### config.mk
export PLATFORM = sky130hd
export DESIGN_NAME = sc_char_tx
export DESIGN_NICKNAME = d
export VERILOG_FILES = /design/src/rtl/sc_tx_pkg.sv /design/src/rtl/sc_tx_sync.sv /design/src/rtl/sc_tx_frame.sv /design/src/rtl/sc_tx_retry.sv /design/src/rtl/sc_char_tx.sv
export SDC_FILE = /design/constraint.sdc
export NUM_CORES = 1
export LEC_CHECK = 0
export CORE_MARGIN = 5
export CORE_UTILIZATION = 50
export DETAILED_ROUTE_END_ITERATION = 10
export PLACE_DENSITY = 0.69
export SLEW_MARGIN = 20
export SYNTH_ARGS = -nofsm -noshare
export SYNTH_HDL_FRONTEND = slang
export SYNTH_SLANG_ARGS = --single-unit
### constraint.sdc
create_clock -name clk -period 2.05 [get_ports clk]
set_input_delay 0.205 -clock clk [delete_from_list [all_inputs] [get_ports clk]]
set_output_delay 0.205 -clock clk [all_outputs]
set_load 0.005 [all_outputs]
### src/rtl/sc_tx_pkg.sv
package sc_tx_pkg;

  typedef enum logic [1:0] {
    MODE_PLAIN = 2'b00,
    MODE_BYTE  = 2'b01,
    MODE_BLOCK = 2'b10,
    MODE_RSVD  = 2'b11
  } sc_mode_e;

  typedef enum logic [2:0] {
    F_IDLE,
    F_START,
    F_DATA,
    F_PAR,
    F_GUARD
  } frm_state_e;

endpackage

### src/rtl/sc_tx_sync.sv
module sc_tx_sync #(
  parameter int   STAGES  = 2,
  parameter logic RST_VAL = 1'b1
) (
  input  logic clk,
  input  logic rst_n,
  input  logic d,
  output logic q
);

  logic [STAGES-1:0] chain_q;
  logic [STAGES-1:0] chain_d;

  generate
    if (STAGES == 1) begin : g_one
      assign chain_d = d;
    end else begin : g_many
      assign chain_d = {chain_q[STAGES-2:0], d};
    end
  endgenerate

  always_ff @(posedge clk or negedge rst_n) begin
    if (!rst_n) chain_q <= {STAGES{RST_VAL}};
    else        chain_q <= chain_d;
  end

  assign q = chain_q[STAGES-1];

endmodule

### src/rtl/sc_tx_frame.sv
module sc_tx_frame
  import sc_tx_pkg::*;
#(
  parameter int DATA_BITS = 8,
  parameter int GUARD_ETU = 2
) (
  input  logic                 clk,
  input  logic                 rst_n,
  input  logic                 etu_tick,
  input  logic                 start,
  input  logic [DATA_BITS-1:0] start_data,
  input  logic                 start_msb,
  input  logic                 start_chk,
  input  logic                 line_in,
  output logic                 line_drive_low,
  output logic                 frame_idle,
  output logic                 attempt_end,
  output logic                 nack
);

  localparam int CNT_W  = (DATA_BITS > 1) ? $clog2(DATA_BITS) : 1;
  localparam int GCNT_W = $clog2(GUARD_ETU);
  localparam logic [CNT_W-1:0]  LAST_BIT = CNT_W'(DATA_BITS - 1);
  localparam logic [GCNT_W-1:0] SAMP_AT  = GCNT_W'(GUARD_ETU / 2 - 1);
  localparam logic [GCNT_W-1:0] GRD_LAST = GCNT_W'(GUARD_ETU - 1);

  frm_state_e           state_q, state_d;
  logic [CNT_W-1:0]     cnt_q, cnt_d;
  logic [GCNT_W-1:0]    gcnt_q, gcnt_d;
  logic [DATA_BITS-1:0] sh_q, sh_d;
  logic                 par_q, par_d;
  logic                 chk_q, chk_d;
  logic                 nack_q, nack_d;
  logic [DATA_BITS-1:0] data_rev;
  logic                 guard_done;
  logic                 load;
  logic                 en;

  // bit-reversed copy so the shifter always sends its bit 0 next
  generate
    for (genvar gi = 0; gi < DATA_BITS; gi++) begin : g_rev
      assign data_rev[gi] = start_data[DATA_BITS-1-gi];
    end
  endgenerate

  assign guard_done  = (state_q == F_GUARD) && etu_tick && (gcnt_q == GRD_LAST);
  assign attempt_end = guard_done;
  assign load        = start && ((state_q == F_IDLE) || guard_done);
  assign en          = etu_tick | load;

  always_comb begin
    state_d = state_q;
    cnt_d   = cnt_q;
    gcnt_d  = gcnt_q;
    sh_d    = sh_q;
    par_d   = par_q;
    chk_d   = chk_q;
    nack_d  = nack_q;
    case (state_q)
      F_START: begin
        if (etu_tick) begin
          state_d = F_DATA;
          cnt_d   = '0;
        end
      end
      F_DATA: begin
        if (etu_tick) begin
          sh_d = sh_q >> 1;
          if (cnt_q == LAST_BIT) state_d = F_PAR;
          else                   cnt_d   = cnt_q + 1'b1;
        end
      end
      F_PAR: begin
        if (etu_tick) begin
          state_d = F_GUARD;
          gcnt_d  = '0;
        end
      end
      F_GUARD: begin
        if (etu_tick) begin
          if (gcnt_q == SAMP_AT) nack_d = chk_q & ~line_in;
          if (gcnt_q == GRD_LAST) state_d = F_IDLE;
          else                    gcnt_d  = gcnt_q + 1'b1;
        end
      end
      default: ;
    endcase
    if (load) begin
      state_d = F_START;
      sh_d    = start_msb ? data_rev : start_data;
      par_d   = ^start_data;
      chk_d   = start_chk;
      nack_d  = 1'b0;
    end
  end

  always_ff @(posedge clk or negedge rst_n) begin
    if (!rst_n) begin
      state_q <= F_IDLE;
      cnt_q   <= '0;
      gcnt_q  <= '0;
      sh_q    <= '0;
      par_q   <= 1'b0;
      chk_q   <= 1'b0;
      nack_q  <= 1'b0;
    end else if (en) begin
      state_q <= state_d;
      cnt_q   <= cnt_d;
      gcnt_q  <= gcnt_d;
      sh_q    <= sh_d;
      par_q   <= par_d;
      chk_q   <= chk_d;
      nack_q  <= nack_d;
    end
  end

  assign line_drive_low = (state_q == F_START)
                        | ((state_q == F_DATA) & ~sh_q[0])
                        | ((state_q == F_PAR)  & ~par_q);
  assign frame_idle     = (state_q == F_IDLE);
  assign nack           = nack_q;

endmodule

### src/rtl/sc_tx_retry.sv
module sc_tx_retry
  import sc_tx_pkg::*;
#(
  parameter int DATA_BITS = 8,
  parameter int RETRY_W   = 3
) (
  input  logic                 clk,
  input  logic                 rst_n,
  input  logic                 tx_valid,
  input  logic [DATA_BITS-1:0] tx_data,
  input  logic [1:0]           mode,
  input  logic [RETRY_W-1:0]   retry_limit,
  input  logic                 msb_first,
  input  logic                 frame_idle,
  input  logic                 attempt_end,
  input  logic                 nack,
  output logic                 tx_ready,
  output logic                 start,
  output logic [DATA_BITS-1:0] start_data,
  output logic                 start_msb,
  output logic                 start_chk,
  output logic                 done,
  output logic                 err_flag
);

  sc_mode_e             mode_e;
  logic                 accept;
  logic                 retry_go;
  logic                 fin;
  logic                 chk_now;
  logic                 byte_now;

  logic [DATA_BITS-1:0] data_q, data_d;
  logic                 msb_q, msb_d;
  logic                 chk_q, chk_d;
  logic                 byte_q, byte_d;
  logic [RETRY_W-1:0]   left_q, left_d;
  logic                 done_q, done_d;
  logic                 err_q, err_d;
  logic                 cfg_en;
  logic                 left_en;

  assign mode_e   = sc_mode_e'(mode);
  assign tx_ready = rst_n & frame_idle & (mode_e != MODE_RSVD);
  assign accept   = tx_valid & tx_ready;
  assign chk_now  = (mode_e == MODE_BYTE) | (mode_e == MODE_BLOCK);
  assign byte_now = (mode_e == MODE_BYTE);

  assign retry_go = attempt_end & nack & byte_q & (left_q != '0);
  assign fin      = attempt_end & ~retry_go;

  assign start      = accept | retry_go;
  assign start_data = accept ? tx_data   : data_q;
  assign start_msb  = accept ? msb_first : msb_q;
  assign start_chk  = accept ? chk_now   : chk_q;

  assign cfg_en  = accept;
  assign left_en = accept | retry_go;

  always_comb begin
    data_d = tx_data;
    msb_d  = msb_first;
    chk_d  = chk_now;
    byte_d = byte_now;
    left_d = accept ? retry_limit : (left_q - 1'b1);
    done_d = fin;
    err_d  = err_q;
    if (accept)   err_d = 1'b0;
    else if (fin) err_d = nack;
  end

  always_ff @(posedge clk or negedge rst_n) begin
    if (!rst_n) begin
      data_q <= '0;
      msb_q  <= 1'b0;
      chk_q  <= 1'b0;
      byte_q <= 1'b0;
    end else if (cfg_en) begin
      data_q <= data_d;
      msb_q  <= msb_d;
      chk_q  <= chk_d;
      byte_q <= byte_d;
    end
  end

  always_ff @(posedge clk or negedge rst_n) begin
    if (!rst_n)       left_q <= '0;
    else if (left_en) left_q <= left_d;
  end

  always_ff @(posedge clk or negedge rst_n) begin
    if (!rst_n) begin
      done_q <= 1'b0;
      err_q  <= 1'b0;
    end else begin
      done_q <= done_d;
      err_q  <= err_d;
    end
  end

  assign done     = done_q;
  assign err_flag = err_q;

endmodule

### src/rtl/sc_char_tx.sv
module sc_char_tx #(
  parameter int DATA_BITS   = 8,
  parameter int RETRY_W     = 3,
  parameter int GUARD_ETU   = 2,
  parameter int SYNC_STAGES = 2
) (
  input  logic                 clk,
  input  logic                 rst_n,
  input  logic                 tx_valid,
  input  logic [DATA_BITS-1:0] tx_data,
  output logic                 tx_ready,
  input  logic [1:0]           mode,
  input  logic [RETRY_W-1:0]   retry_limit,
  input  logic                 msb_first,
  input  logic                 etu_tick,
  input  logic                 io_in,
  output logic                 io_drive_low,
  output logic                 done,
  output logic                 err_flag
);

  logic                 rst_int_n;
  logic                 line_s;
  logic                 frame_idle;
  logic                 attempt_end;
  logic                 nack;
  logic                 start;
  logic [DATA_BITS-1:0] start_data;
  logic                 start_msb;
  logic                 start_chk;

  // reset: asserted at once, released after a short synchroniser
  sc_tx_sync #(.STAGES(2), .RST_VAL(1'b0)) u_rst_sync (
    .clk   (clk),
    .rst_n (rst_n),
    .d     (1'b1),
    .q     (rst_int_n)
  );

  sc_tx_sync #(.STAGES(SYNC_STAGES), .RST_VAL(1'b1)) u_line_sync (
    .clk   (clk),
    .rst_n (rst_int_n),
    .d     (io_in),
    .q     (line_s)
  );

  sc_tx_frame #(.DATA_BITS(DATA_BITS), .GUARD_ETU(GUARD_ETU)) u_frame (
    .clk            (clk),
    .rst_n          (rst_int_n),
    .etu_tick       (etu_tick),
    .start          (start),
    .start_data     (start_data),
    .start_msb      (start_msb),
    .start_chk      (start_chk),
    .line_in        (line_s),
    .line_drive_low (io_drive_low),
    .frame_idle     (frame_idle),
    .attempt_end    (attempt_end),
    .nack           (nack)
  );

  sc_tx_retry #(.DATA_BITS(DATA_BITS), .RETRY_W(RETRY_W)) u_retry (
    .clk         (clk),
    .rst_n       (rst_int_n),
    .tx_valid    (tx_valid),
    .tx_data     (tx_data),
    .mode        (mode),
    .retry_limit (retry_limit),
    .msb_first   (msb_first),
    .frame_idle  (frame_idle),
    .attempt_end (attempt_end),
    .nack        (nack),
    .tx_ready    (tx_ready),
    .start       (start),
    .start_data  (start_data),
    .start_msb   (start_msb),
    .start_chk   (start_chk),
    .done        (done),
    .err_flag    (err_flag)
  );

endmodule

==> results of run 1 <==
-- through the flow --
step | area, um2 | util | power (mW) | hold WS (ps)
2_1_floorplan | 2040 | - | 2.28 | -90.6
3_3_place_gp | 2350 | 0.591 | 2.57 | 338
3_5_place_dp | 2350 | 0.591 | 2.63 | 334
4_1_cts | 2430 | 0.612 | 3.13 | 73.8
5_1_grt | 2440 | 0.615 | 3.36 | 81.5
6_report | 2440 | 0.615 | 3.12 | 79.5
-- synthesized netlist by cell type (2+ instances only) --
master | n | area (um2)
nand2_1 | 8 | 30.0
mux2_2 | 27 | 304
nor2b_1 | 3 | 18.8
o22ai_1 | 15 | 93.8
inv_1 | 8 | 30.0
and3_1 | 2 | 12.5
a22o_1 | 5 | 43.8
dfrtp_1 | 36 | 901
o21ai_0 | 8 | 40.0
xor2_1 | 2 | 17.5
xnor2_1 | 14 | 123
mux2i_1 | 2 | 20.0
o211ai_1 | 2 | 15.0
a21oi_1 | 7 | 35.0
clkbuf_1 | 4 | 15.0
nor2_1 | 14 | 52.6
buf_1 | 2 | 7.51
dfstp_2 | 2 | 52.6
ha_1 | 6 | 75.1
nand3b_1 | 3 | 22.5
-- worst min path at each step --
| stage | endpoint | slack, ps | startpoint |
|---|---|---|---|
| global route | u_rst_sync.chain_q[0] | 80 | rst_n |
| global placement | u_frame.cnt_q[0] | 340 | u_rst_sync.chain_q[1] |
| floorplan | u_rst_sync.chain_q[0] | -90 | rst_n |
| detailed placement | u_frame.cnt_q[2] | 330 | u_rst_sync.chain_q[1] |
| finish | u_rst_sync.chain_q[0] | 80 | rst_n |
| CTS | u_rst_sync.chain_q[0] | 70 | rst_n |
-- cell families (layout without fill, tap and decap cells) --
family / Yosys count / count (layout) / share of synthesized area
AOI/OAI and AO/OA: 39 / 39 / 0.121
and+or+nand+nor: 39 / 39 / 0.107
DFF: 38 / 38 / 0.468
muxes: 29 / 29 / 0.159
buffers and inverters: 17 / 46 / 0.0375
xor gates and xnor gates: 16 / 16 / 0.0688
adders and majority gates: 6 / 6 / 0.0369
other: 1 / 1 / 0.00184
-- cell type report --
class                           instances  area (um2)  share of cell area
Multi-Input combinational cell        130        1020               0.416
Sequential cell                        38         956               0.391
Timing Repair Buffer                   30         295               0.121
Clock buffer                            6        72.6              0.0297
Tap cell                               50        62.6              0.0256
Inverter                                8        30.0              0.0123
Clock inverter                          2        10.0             0.00410
-- placed cells by master (no fill, tap or decap), drive strengths merged, types with 2 or more instances in the layout --
| master | netlist | layout |
|---|---|---|
| nand2 | 9 | 9 |
| nor2b | 3 | 3 |
| clkdlybuf4s50 | 0 | 21 |
| a21oi | 7 | 7 |
| a22o | 5 | 5 |
| clkinv | 0 | 2 |
| and3 | 2 | 2 |
| clkbuf | 4 | 6 |
| dfstp | 2 | 2 |
| dfrtp | 36 | 36 |
| mux2 | 27 | 27 |
| o21ai | 8 | 8 |
| nor2 | 14 | 14 |
| mux2i | 2 | 2 |
| buf | 5 | 8 |
| o211ai | 2 | 2 |
| inv | 8 | 8 |
| ha | 6 | 6 |
| nand3b | 3 | 3 |
| xnor2 | 14 | 14 |
| o22ai | 15 | 15 |
| xor2 | 2 | 2 |
-- sequential cells by signal, summed over array words and instances, names as in the netlist --
register             cells
u_frame.chk_q            1
u_frame.cnt_q            3
u_frame.gcnt_q           1
u_frame.nack             1
u_frame.par_q            1
u_frame.sh_q             8
u_frame.state_q          3
u_line_sync.chain_q      2
u_retry.byte_q           1
u_retry.chk_q            1
u_retry.data_q           8
u_retry.done             1
u_retry.err_flag         1
u_retry.left_q           3
u_retry.msb_q            1
u_rst_sync.chain_q       2
-- routing by layer --
| layer | share of wire | global-route usage | vias up |
|---|---|---|---|
| li1 | - | - | 713 |
| met1 | 0.46 | 0.212 | 709 |
| met2 | 0.49 | 0.260 | 34 |
| met3 | 0.038 | 0.0465 | 4 |
| met4 | 0.0056 | 0.0443 | 0 |
| met5 | 0 | 0 | - |
-- power by group through the flow --
stage	sequential (mW)	clock [mW]	combinational [mW]
final	1.31	0.490	1.32
after global placement	1.29	0	1.28
after global routing	1.36	0.537	1.47
after detailed placement	1.32	0	1.31
after floorplan	1.22	0	1.06
after CTS	1.30	0.508	1.32
-- timing repair --
action / in CTS / in global routing
hold buffers: 0 / 0
gates resized for setup: 1 / 4
setup buffers: 0 / 0
setup endpoints to repair: 1 / 2
==> summary.txt, run 1 <==
Floorplanning
  – Io pins: 23
  – Initial Util: 0.513
  – Chip Width: around 74 um
  – Die area: ~5500 um2
  – Row Count: 23
  – Core area: 3970 um2
  – Die Height: 73.8 um

Global route
  – First-pass GRT wire length: 6780 um
  – Number of global-route vias before repair: 1,455
  – Antenna violations before repair: 0
  – Total gr overflow: 0
  – GRT Total Usage: 0.162
  – Largest net degree at the start of global routing: 37

Critical path
  – Worst EP arrival: 1750 ps
  – CP endpoint kind: output port
  – Worst setup path class: reg -> out
  – CP top delay family: buffers and inverters
  – Worst EP required: between 1500 and 2000 ps
  – Crit-path max FO: 9
  – Crit. Startpoint: u_frame.state_q[1]
  – R2R Setup Slk: 150 ps
  – Setup crit start kind: flip-flop
  – Cell count along the critical path: 5
  – Crit path to: tx_ready
  – Max incr delay on CP: a little over 500 ps
  – Critical path buffer and inverter count: 2
  – Worst Reg-to-Reg Cells: 9
  – Critical-path cell list: buf_4 -> nor2b_4 -> nand2_1 -> nor2_2 -> clkdlybuf4s50_1
  – FF-to-FF End: u_frame.sh_q[6]
  – CP max-delay cell: clkdlybuf4s50_1
  – Worst r2r src: u_retry.left_q[0]

Synthesis
  – YS warnings: 0
  – Post-synthesis sequential area ratio: 0.468
  – EDFF count, synth: 0
  – Netlist cell types: 35
  – Yosys reg bits: 38
  – Synth Net Count: 210
  – Mapped Area: 2040 um2
  – Syn avg cell area: 11.0 um2
  – FFs w/ async S/R, synth: 1.00
  – Synth Instances: 185
  – Prevailing post-synth register cell: dfrtp_1

Pwr
  – Psw: about 1.1 mW
  – Switch share: 0.350
  – Comb power frac: 0.423
  – Register share of total power: 0.420
  – Max VDD drop: 0.632 mV
  – Power Dens Cells: 1280 nW/um2
  – Clock group share of total power: 0.157
  – Leak: 1.07 nW
  – P_int: 2.03 mW

Placed design
  – I/O Buffers: 22
  – Placed cell count: between 200 and 300
  – Post-Place Worst Slack: 142 ps
  – GPL Wtd Cong: 0.821
  – Final HPWL DP: 2880 um

Cells and area
  – Diode count: 0
  – Final #Nets: 238
  – Post-Layout Cell Count: 264
  – Filler cells: 300
  – Share of cells above drive strength 1: 0.238
  – P&R area growth vs syn: 20.0%

CTS
  – Worst-skew pair later-pin latency: approximately 280 ps
  – Clock buffer depth: 2
  – Root Buffer: clkbuf_8
  – Clock slew at the register clock pins of the worst setup and hold paths: ~70 ps
  – CTS Sinks: 38
  – H-tree depth: 2
  – CTS tree: yes
  – CTS Buf Count: 5

STA
  – Crit share post-route: 0.956
  – Setup violators final: 0
  – Clock skew: roughly 10 ps
  – Final Critical Period: 1960 ps
  – F_max: 0.510 GHz
  – Final Max Slew Viols: 0
  – Worst Slack Setup Final: 90.9 ps
  – Setup TNS: 0 ps
  – Final hold violation count: 0

Drt
  – Wirelength per Cell: 15.4 um
  – Drt pass-1 iters: 4
  – Via density: 5.53
  – DRT Wirelength: approximately 4100 um
  – Residual DRC count: 0
  – Drt first-iter violations: 47
  – Post-route ant nets: 0
  – DR vias: 1,460

Outcome
  – Status: finished, final reports clean

Flow run
  – Max Cap Viol: 0

Worst hold path
  – Min-delay worst type: in -> async
Power figures use the tool's default switching activity.
==> inputs of run 2 (changes only) <==
Settings changed: CTS_CLUSTER_SIZE from default to 12, RECOVER_POWER from default to 25, SLEW_MARGIN 20 to default.
==> run 2 against run 1 <==
  * Clock skew barely moved
  * Largest cell class unchanged
  * Sequential share of layout area barely moved
  * First-iteration DRC count did not move
  * Register-to-register slack barely moved
  * Power fell by 0.11%
  * Core utilization fell by 0.063 points
  * Combinational power barely moved
  * Die area did not move
  * Critical path depth did not move
  * Sequential cell count did not move
==> summary.txt, run 2 (synthesis gave the netlist of run 1 again) <==
Outcome
  – Status: finished, final reports clean

Critical path
  – R2R Setup Slk: 150 ps (about the same)
  – CP endpoint kind: output port
  – Worst EP arrival: 1750 ps (about the same)
  – Worst setup path class: reg -> out
  – Worst EP required: 1850 ps (about the same)
  – Setup crit start kind: flip-flop
  – Crit-path max FO: 9 (unchanged)

Drt
  – DR vias: 1,474 (+0.96%)
  – Wirelength per Cell: 15.4 um (about the same)
  – Via density: 5.58 (+0.96%)
  – Post-route ant nets: 0 (unchanged)
  – DRT Wirelength: 4070 um (about the same)
  – Drt pass-1 iters: 4 (unchanged)
  – Residual DRC count: 0 (unchanged)
  – Drt first-iter violations: 47 (unchanged)

Cells and area
  – Commonest non-fill, non-tap cell in the layout: dfrtp_1
  – Final #Nets: 238 (unchanged)
  – Filler cells: 301 (+0.33%)
  – P&R area growth vs syn: 19.8%
  – Final instance area: 2440 um2 (-0.10%)
  – Share of cells above drive strength 1: 0.238 (unchanged)
  – Post-Layout Cell Count: 264 (unchanged)
  – Diode count: 0 (unchanged)
  – Largest regs: u_frame.sh_q (8), u_retry.data_q (8)
  – Commonest non-fill, non-tap cells in the layout: 34 x dfrtp_1, 27 x mux2_2, 19 x clkdlybuf4s50_1

STA
  – Rel. slew slack: 0.402
  – Clock skew: 9.70 ps (-0.496 ps)
  – Final hold violation count: 0 (unchanged)
  – Post-Route Hold Slack: 149 ps (+69.1 ps)
  – Worst Slack Setup Final: 97.0 ps (+6.17 ps)
  – Crit share post-route: 0.953 (-0.00301)
  – Least-Margin Pin Slew: about 900 ps
  – Setup TNS: 0 ps (unchanged)
  – Final Max Slew Viols: 0 (unchanged)
  – Final Critical Period: 1950 ps (-6.17 ps)
  – F_max: 0.512 GHz (+0.32%)
  – Setup violators final: 0 (unchanged)

CTS
  – Clock slew at the register clock pins of the worst setup and hold paths: 70 ps (about the same)
  – Worst-skew pair later-pin latency: 280 ps (about the same)
  – CTS tree: yes
  – # hold bufs at CTS: 0 (unchanged)
  – Root Buffer: clkbuf_8
  – CTS Buf Count: 5 (unchanged)
  – Post-CTS setup buffers: 0 (unchanged)
  – Clock buffer depth: 2 (unchanged)
  – CTS Sinks: 38 (unchanged)
  – H-tree depth: 2 (unchanged)
  – Resized cells post-CTS: 1 (unchanged)

Placed design
  – I/O Buffers: 22 (unchanged)
  – Final HPWL DP: 2880 um (unchanged)
  – Placed cell areas: 2350 um2 (unchanged)
  – Placed cell count: 256 (unchanged)
  – Post-Place Worst Slack: 142 ps (unchanged)
  – GPL Wtd Cong: 0.821 (unchanged)

Floorplanning
  – Chip Width: 73.8 um (unchanged)
  – Row Count: 23 (unchanged)
  – Io pins: 23 (unchanged)
  – Die Height: 73.8 um (unchanged)
  – Die area: 5450 um2 (unchanged)
  – Initial Util: 0.513 (unchanged)
  – Core area: 3970 um2 (unchanged)

Global route
  – Number of global-route vias before repair: 1,455 (unchanged)
  – Largest net degree at the start of global routing: 37 (unchanged)
  – GRT Total Usage: 0.162 (unchanged)
  – First-pass GRT wire length: 6780 um (unchanged)
  – Antenna violations before repair: 0 (unchanged)
  – Total gr overflow: 0 (unchanged)

Pwr
  – Leak: 1.07 nW (about the same)
  – Max VDD drop: 0.632 mV (about the same)
  – Power Dens Cells: 1280 nW/um2 (about the same)

Flow run
  – Max Cap Viol: 0 (unchanged)

Worst hold path
  – Min-delay worst type: in -> async
## run 2: changes by cell type in the layout (fill, tap and decap cells not counted)
cell	previous run	this run
clkdlybuf4s50_1	21	19
dlygate4sd3_1	0	2
buf_4	7	6
clkbuf_2	0	1
## run 2: area by class of cell
cell class | instances | area, um2 | share of cell area
multi-input cells | 130 | 1020 | 0.417
flip-flops and latches | 38 | 956 | 0.392
repair buffers | 30 | 293 | 0.120
clock buffers | 6 | 72.6 | 0.0297
well taps | 50 | 62.6 | 0.0256
inverters | 8 | 30.0 | 0.0123
clock inverters | 2 | 10.0 | 0.00410
## run 2: layer usage
| metal | wire, um | up-vias | GRT usage |
|---|---|---|---|
| met3 | 171 | 4 | 0.0465 |
| met5 | 0 | - | 0 |
| met2 | 2010 | 39 | 0.260 |
| li1 | - | 714 | - |
| met1 | 1870 | 717 | 0.212 |
| met4 | 27 | 0 | 0.0443 |
## run 2: report_power, final
part	switching, mW	total [mW]	internal (mW)	leakage, nW
clock network	0.252	0.488	0.236	0.0450
registers	0.266	1.31	1.05	0.452
logic	0.574	1.32	0.745	0.577
## run 2: path summary, 6_finish.rpt
path | startpoint | end | cells after the start
max | u_frame.state_q[1] | tx_ready | 5
min | rst_n | u_rst_sync.chain_q[0] | 1
max reg2reg | u_retry.left_q[0] | u_frame.chk_q | 7
min reg2reg | u_rst_sync.chain_q[0] | u_rst_sync.chain_q[1] | 0
max in group asynchronous | u_rst_sync.chain_q[1] | u_frame.state_q[1] | 1
min in group clk | u_rst_sync.chain_q[0] | u_rst_sync.chain_q[1] | 0
## run 2: worst max-delay path, cell delays in order (launching register included)
cell and delay, ps:
dfrtp_2 440, buf_4 180, nor2b_4 130, nand2_1 80, nor2_2 120, clkdlybuf4s50_1 510
## run 2: per-stage QoR
stage | power [mW] | util
floorplan | 2.28 | -
CTS | 3.13 | 0.612
finish | 3.12 | 0.615
detailed placement | 2.63 | 0.591
global placement | 2.57 | 0.591
global route | 3.36 | 0.615
